[src/rtl/cfgdec_pkg.sv]
package cfgdec_pkg;
  typedef enum logic [1:0] {
    KIND_NONE = 2'd0,
    KIND_T0   = 2'd1,
    KIND_T1   = 2'd2,
    KIND_BAD  = 2'd3
  } cfg_kind_e;
endpackage

[src/rtl/cfgdec_classify.sv]
module cfgdec_classify
  import cfgdec_pkg::*;
#(
  parameter int CMD_W = 4,
  parameter logic [CMD_W-1:0] CMD_RD = 4'b1010,
  parameter logic [CMD_W-1:0] CMD_WR = 4'b1011
) (
  input  logic [CMD_W-1:0] cmd,
  input  logic [1:0]       low_bits,
  output cfg_kind_e        kind
);
  logic is_cfg;
  assign is_cfg = (cmd == CMD_RD) || (cmd == CMD_WR);

  always_comb begin
    kind = KIND_NONE;
    if (is_cfg) begin
      case (low_bits)
        2'b00:   kind = KIND_T0;
        2'b01:   kind = KIND_T1;
        default: kind = KIND_BAD;
      endcase
    end
  end
endmodule

[src/rtl/cfgdec_fields.sv]
module cfgdec_fields #(
  parameter int ADDR_W   = 32,
  parameter int REG_LSB  = 2,
  parameter int REG_W    = 6,
  parameter int FUNC_W   = 3,
  parameter int DEV_W    = 5,
  parameter int BUS_W    = 8,
  parameter int NUM_FUNC = 1
) (
  input  logic [ADDR_W-1:0] addr,
  output logic [REG_W-1:0]  reg_f,
  output logic [FUNC_W-1:0] func_f,
  output logic [DEV_W-1:0]  dev_f,
  output logic [BUS_W-1:0]  bus_f,
  output logic              func_ok
);
  localparam int FUNC_LSB = REG_LSB + REG_W;
  localparam int DEV_LSB  = FUNC_LSB + FUNC_W;
  localparam int BUS_LSB  = DEV_LSB + DEV_W;
  localparam int TOP_BIT  = BUS_LSB + BUS_W;

  assign reg_f = addr[FUNC_LSB-1:REG_LSB];
  assign dev_f = addr[BUS_LSB-1:DEV_LSB];
  assign bus_f = addr[TOP_BIT-1:BUS_LSB];

  logic unused_addr_bits;
  assign unused_addr_bits = ^{addr[ADDR_W-1:TOP_BIT], addr[REG_LSB-1:0]};

  generate
    if (NUM_FUNC > 1) begin : g_multi
      localparam logic [FUNC_W:0] NF = NUM_FUNC[FUNC_W:0];
      assign func_f  = addr[DEV_LSB-1:FUNC_LSB];
      assign func_ok = ({1'b0, addr[DEV_LSB-1:FUNC_LSB]} < NF);
    end else begin : g_single
      logic unused_func_bits;
      assign unused_func_bits = ^addr[DEV_LSB-1:FUNC_LSB];
      assign func_f  = '0;
      assign func_ok = 1'b1;
    end
  endgenerate
endmodule

[src/rtl/cfgdec_claim.sv]
module cfgdec_claim
  import cfgdec_pkg::*;
(
  input  logic      stb,
  input  cfg_kind_e kind,
  input  logic      from_sec,
  input  logic      own_sel,
  input  logic      func_ok,
  output logic      claim
);
  always_comb begin
    claim = 1'b0;
    if (stb && kind == KIND_T0 && !from_sec && own_sel && func_ok)
      claim = 1'b1;
  end
endmodule

[src/rtl/cfg_type_decoder.sv]
module cfg_type_decoder
  import cfgdec_pkg::*;
#(
  parameter int ADDR_W   = 32,
  parameter int CMD_W    = 4,
  parameter int REG_W    = 6,
  parameter int FUNC_W   = 3,
  parameter int DEV_W    = 5,
  parameter int BUS_W    = 8,
  parameter int NUM_FUNC = 1
) (
  input  logic              clk,
  input  logic              rst_n,
  input  logic              addr_stb,
  input  logic [CMD_W-1:0]  cmd,
  input  logic [ADDR_W-1:0] addr,
  input  logic              from_secondary,
  input  logic              own_sel,
  output logic              dec_vld,
  output logic              is_type0,
  output logic              is_type1,
  output logic              is_bad,
  output logic              dev_sel,
  output logic [REG_W-1:0]  reg_num,
  output logic [FUNC_W-1:0] func_num,
  output logic [DEV_W-1:0]  dev_num,
  output logic [BUS_W-1:0]  bus_num
);
  localparam int REG_LSB = 2;

  cfg_kind_e         kind;
  logic [REG_W-1:0]  reg_c;
  logic [FUNC_W-1:0] func_c;
  logic [DEV_W-1:0]  dev_c;
  logic [BUS_W-1:0]  bus_c;
  logic              func_ok;
  logic              claim;
  logic              take;

  cfgdec_classify #(.CMD_W(CMD_W)) u_classify (
    .cmd      (cmd),
    .low_bits (addr[1:0]),
    .kind     (kind)
  );

  cfgdec_fields #(
    .ADDR_W(ADDR_W), .REG_LSB(REG_LSB), .REG_W(REG_W), .FUNC_W(FUNC_W),
    .DEV_W(DEV_W), .BUS_W(BUS_W), .NUM_FUNC(NUM_FUNC)
  ) u_fields (
    .addr    (addr),
    .reg_f   (reg_c),
    .func_f  (func_c),
    .dev_f   (dev_c),
    .bus_f   (bus_c),
    .func_ok (func_ok)
  );

  cfgdec_claim u_claim (
    .stb      (addr_stb),
    .kind     (kind),
    .from_sec (from_secondary),
    .own_sel  (own_sel),
    .func_ok  (func_ok),
    .claim    (claim)
  );

  assign take = addr_stb && (kind != KIND_NONE);

  always_ff @(posedge clk) begin
    if (!rst_n) begin
      dec_vld  <= 1'b0;
      is_type0 <= 1'b0;
      is_type1 <= 1'b0;
      is_bad   <= 1'b0;
      dev_sel  <= 1'b0;
      reg_num  <= '0;
      func_num <= '0;
      dev_num  <= '0;
      bus_num  <= '0;
    end else begin
      dec_vld  <= take;
      is_type0 <= take && (kind == KIND_T0);
      is_type1 <= take && (kind == KIND_T1);
      is_bad   <= take && (kind == KIND_BAD);
      dev_sel  <= claim;
      reg_num  <= take ? reg_c  : '0;
      func_num <= take ? func_c : '0;
      dev_num  <= take ? dev_c  : '0;
      bus_num  <= take ? bus_c  : '0;
    end
  end
endmodule

[config.mk]
export PLATFORM = sky130hd
export DESIGN_NAME = cfg_type_decoder
export DESIGN_NICKNAME = d
export VERILOG_FILES = /design/src/rtl/cfgdec_pkg.sv /design/src/rtl/cfgdec_classify.sv /design/src/rtl/cfgdec_fields.sv /design/src/rtl/cfgdec_claim.sv /design/src/rtl/cfg_type_decoder.sv
export SDC_FILE = /design/constraint.sdc
export NUM_CORES = 1
export LEC_CHECK = 0
export BUFFER_PORTS_ARGS = -buffer_cell sky130_fd_sc_hd__buf_2
export CAP_MARGIN = 0
export CORE_ASPECT_RATIO = 0.75
export CORE_MARGIN = 2
export CORE_UTILIZATION = 43
export CTS_CLUSTER_SIZE = 30
export DETAILED_ROUTE_END_ITERATION = 10
export GPL_TIMING_DRIVEN = 0
export PLACE_DENSITY = 0.76
export SYNTH_ARGS = -nofsm -noshare
export SYNTH_HDL_FRONTEND = slang
export SYNTH_HIERARCHICAL = 1
export SYNTH_SLANG_ARGS = --single-unit
[constraint.sdc]
create_clock -name clk -period 1.2 [get_ports clk]
set_input_delay 0.24 -clock clk [delete_from_list [all_inputs] [get_ports clk]]
set_output_delay 0.24 -clock clk [all_outputs]
set_load 0.02 [all_outputs]
==> impl_metrics.env <==
export IMPL_outcome="finished, final reports clean"
export IMPL_area_growth_pct=22.9
export IMPL_die_h_um=49.7
export IMPL_post_dp_hpwl_um=1670
export IMPL_clockRootBuffer="clkbuf_8"
export IMPL_cp_num_buf_inv=1
export IMPL_synthTopCellsByArea="dfxtp_1, o2111a_1, buf_4"
export IMPL_num_io_pins=68
export IMPL_yosysWarnings=6
export IMPL_io_buffers=35
export IMPL_overflow=0
export IMPL_post_cts_setup_buffer_count=0
export IMPL_rsz0062_at_grt="false"
export IMPL_globalplace_congestion=0.633
export IMPL_numCtsBuffers=3
export IMPL_crit_required_ns=0.96
export IMPL_ir_worst_vdd_v=0.000927
export IMPL_max_stage_delay_ns=0.32
export IMPL_cp_top_family="flip-flops"
export IMPL_drive_gt1_share_pct=56.8
export IMPL_cts_hold_buf=0
export IMPL_dieArea_sq_mm=0.00323
export IMPL_hp_class="in2reg"
export IMPL_wl_per_cell_um=12.8
export IMPL_crit_type="reg2out"
export IMPL_first_pass_iters=4
export IMPL_cts_tree="done"
export IMPL_hold_violations=0
export IMPL_holdWs_ns=0.223
export IMPL_drc=0
export IMPL_rows=16
export IMPL_grt_pass1_vias=811
export IMPL_drtIter0Drc=85
export IMPL_die_w_um=64.9
export IMPL_via_count=837
export IMPL_ys_types=15
export IMPL_syn_cell_area_sq_mm=0.00120
export IMPL_yosysTopAreaCellShare_pct=45.1
export IMPL_endpoint_kind="output pin"
export IMPL_p_leak_nw=0.830
export IMPL_nets=181
export IMPL_syn_area_per_cell_sq_um=12.2
export IMPL_grt_usage_pct=14.4
export IMPL_fill_cells=235
export IMPL_initial_core_util_pct=45.7
export IMPL_post_cts_resized=0
export IMPL_antenna_found_initial=0
export IMPL_routed_wl_um=2250
export IMPL_power_total_mw=1.61
export IMPL_antenna_cells=0
export IMPL_via_per_inst=4.78
export IMPL_setup_violations=0
export IMPL_start_kind="flop"
export IMPL_yosysTopAreaCell="dfxtp_1"
export IMPL_maxCapViolations=0
export IMPL_crit_chain="buf_2"
export IMPL_antenna_left=0
export IMPL_htree_levels=1
export IMPL_clk_path_buf_depth=2
export IMPL_grt_max_degree=16
export IMPL_utilization_pct=56.1
export IMPL_coreArea_sq_mm=0.00262
export IMPL_synth_cells=98
export IMPL_slew_viol_final=0
export IMPL_post_route_period_util_pct=82.9
export IMPL_power_density_mw_per_mm2=1100
export IMPL_cp_slowest_cell="dfxtp_1"
export IMPL_seq_area_frac_synth_pct=45.1
export IMPL_grt_pass1_wl_um=3550
export IMPL_clk_pin_slew_ns=0.09
export IMPL_critical_path_arrival_ns=0.76
export IMPL_min_period_ns=0.995
export IMPL_cts_sinks=27
export IMPL_ys_ff_latch=27
export IMPL_crit_fanout=1
export IMPL_clock_fmax_mhz=1000
## where the power goes
group	switching (mW)	internal [mW]	total, mW	leakage (nW)
clock network	0.265	0.232	0.497	0.0255
registers	0.00276	0.908	0.911	0.218
logic	0.0947	0.110	0.205	0.586
total	0.363	1.25	1.61	0.830
## sequential cells by signal, summed over array words and instances, names as in the netlist
| signal | cells |
|---|---|
| dec_vld | 1 |
| reg_num | 6 |
| dev_sel | 1 |
| func_num | 3 |
| is_bad | 1 |
| is_type0 | 1 |
| bus_num | 8 |
| dev_num | 5 |
| is_type1 | 1 |
## cell usage after synthesis
cell,number
and2_1,1
dfxtp_1,27
and4b_2,2
nor3b_2,1
buf_4,27
and4_1,1
buf_6,8
nand3b_4,1
o211a_1,1
inv_1,1
a21oi_2,1
nand4b_1,1
conb_1,2
nor2_1,2
o2111a_1,22
## final cells by class
class                      count  area [sq um]  area share [%]
sequential                    27           541            36.7
clock inverter                 1          5.00           0.340
tap                           36          45.0            3.06
multi-input combinational     37           368            25.0
inverter                       1          3.75           0.255
clock buffer                   3          41.3            2.81
timing repair buffer          35           175            11.9
buffer                        35           293            19.9
## metal layers
metal,vias to the layer above,global-route usage [%],wire (um)
met5,-,0,0
met4,0,4.26,21
met3,2,5.94,206
met2,35,24.9,1050
met1,382,16.1,964
li1,418,-,-
## worst paths after layout
path	endpoint	slack, ns	start	cells past startpoint
max	reg_num[2]	0.20	reg_num[2]	1
min	reg_num[2]	0.22	addr[4]	2
## kinds of logic (layout without fill, tap and decap cells)
family / Yosys count / after routing / share of synthesized area [%]
buf+inv: 36 / 75 / 24.8
other cells: 2 / 4 / 0.627
simple gates: 9 / 9 / 7.21
compound gates: 24 / 24 / 22.3
flops: 27 / 27 / 45.1
## per-stage QoR
| step | TNS [ns] | instance area (sq um) | instances | worst slack, ns |
|---|---|---|---|---|
| after CTS | 0 | 1470 | 175 | 0.198 |
| after floorplan | 0 | 1200 | 100 | 0.164 |
| after detailed placement | -0.212 | 1430 | 171 | -0.0216 |
| after global placement | -0.00865 | 1430 | 171 | -0.00782 |
| after global routing | 0 | 1470 | 175 | 0.161 |
| final | 0 | 1470 | 175 | 0.205 |
## cell usage in the layout (no fill, tap or decap), types with 2 or more instances in the layout
cell and n:
clkbuf_8 3, buf_6 8, and4b_2 2, o2111a_1 22, buf_2 35, dfxtp_1 27, conb_1 4, buf_4 27
nor2_1 2
(Power assumes the default switching activity.)
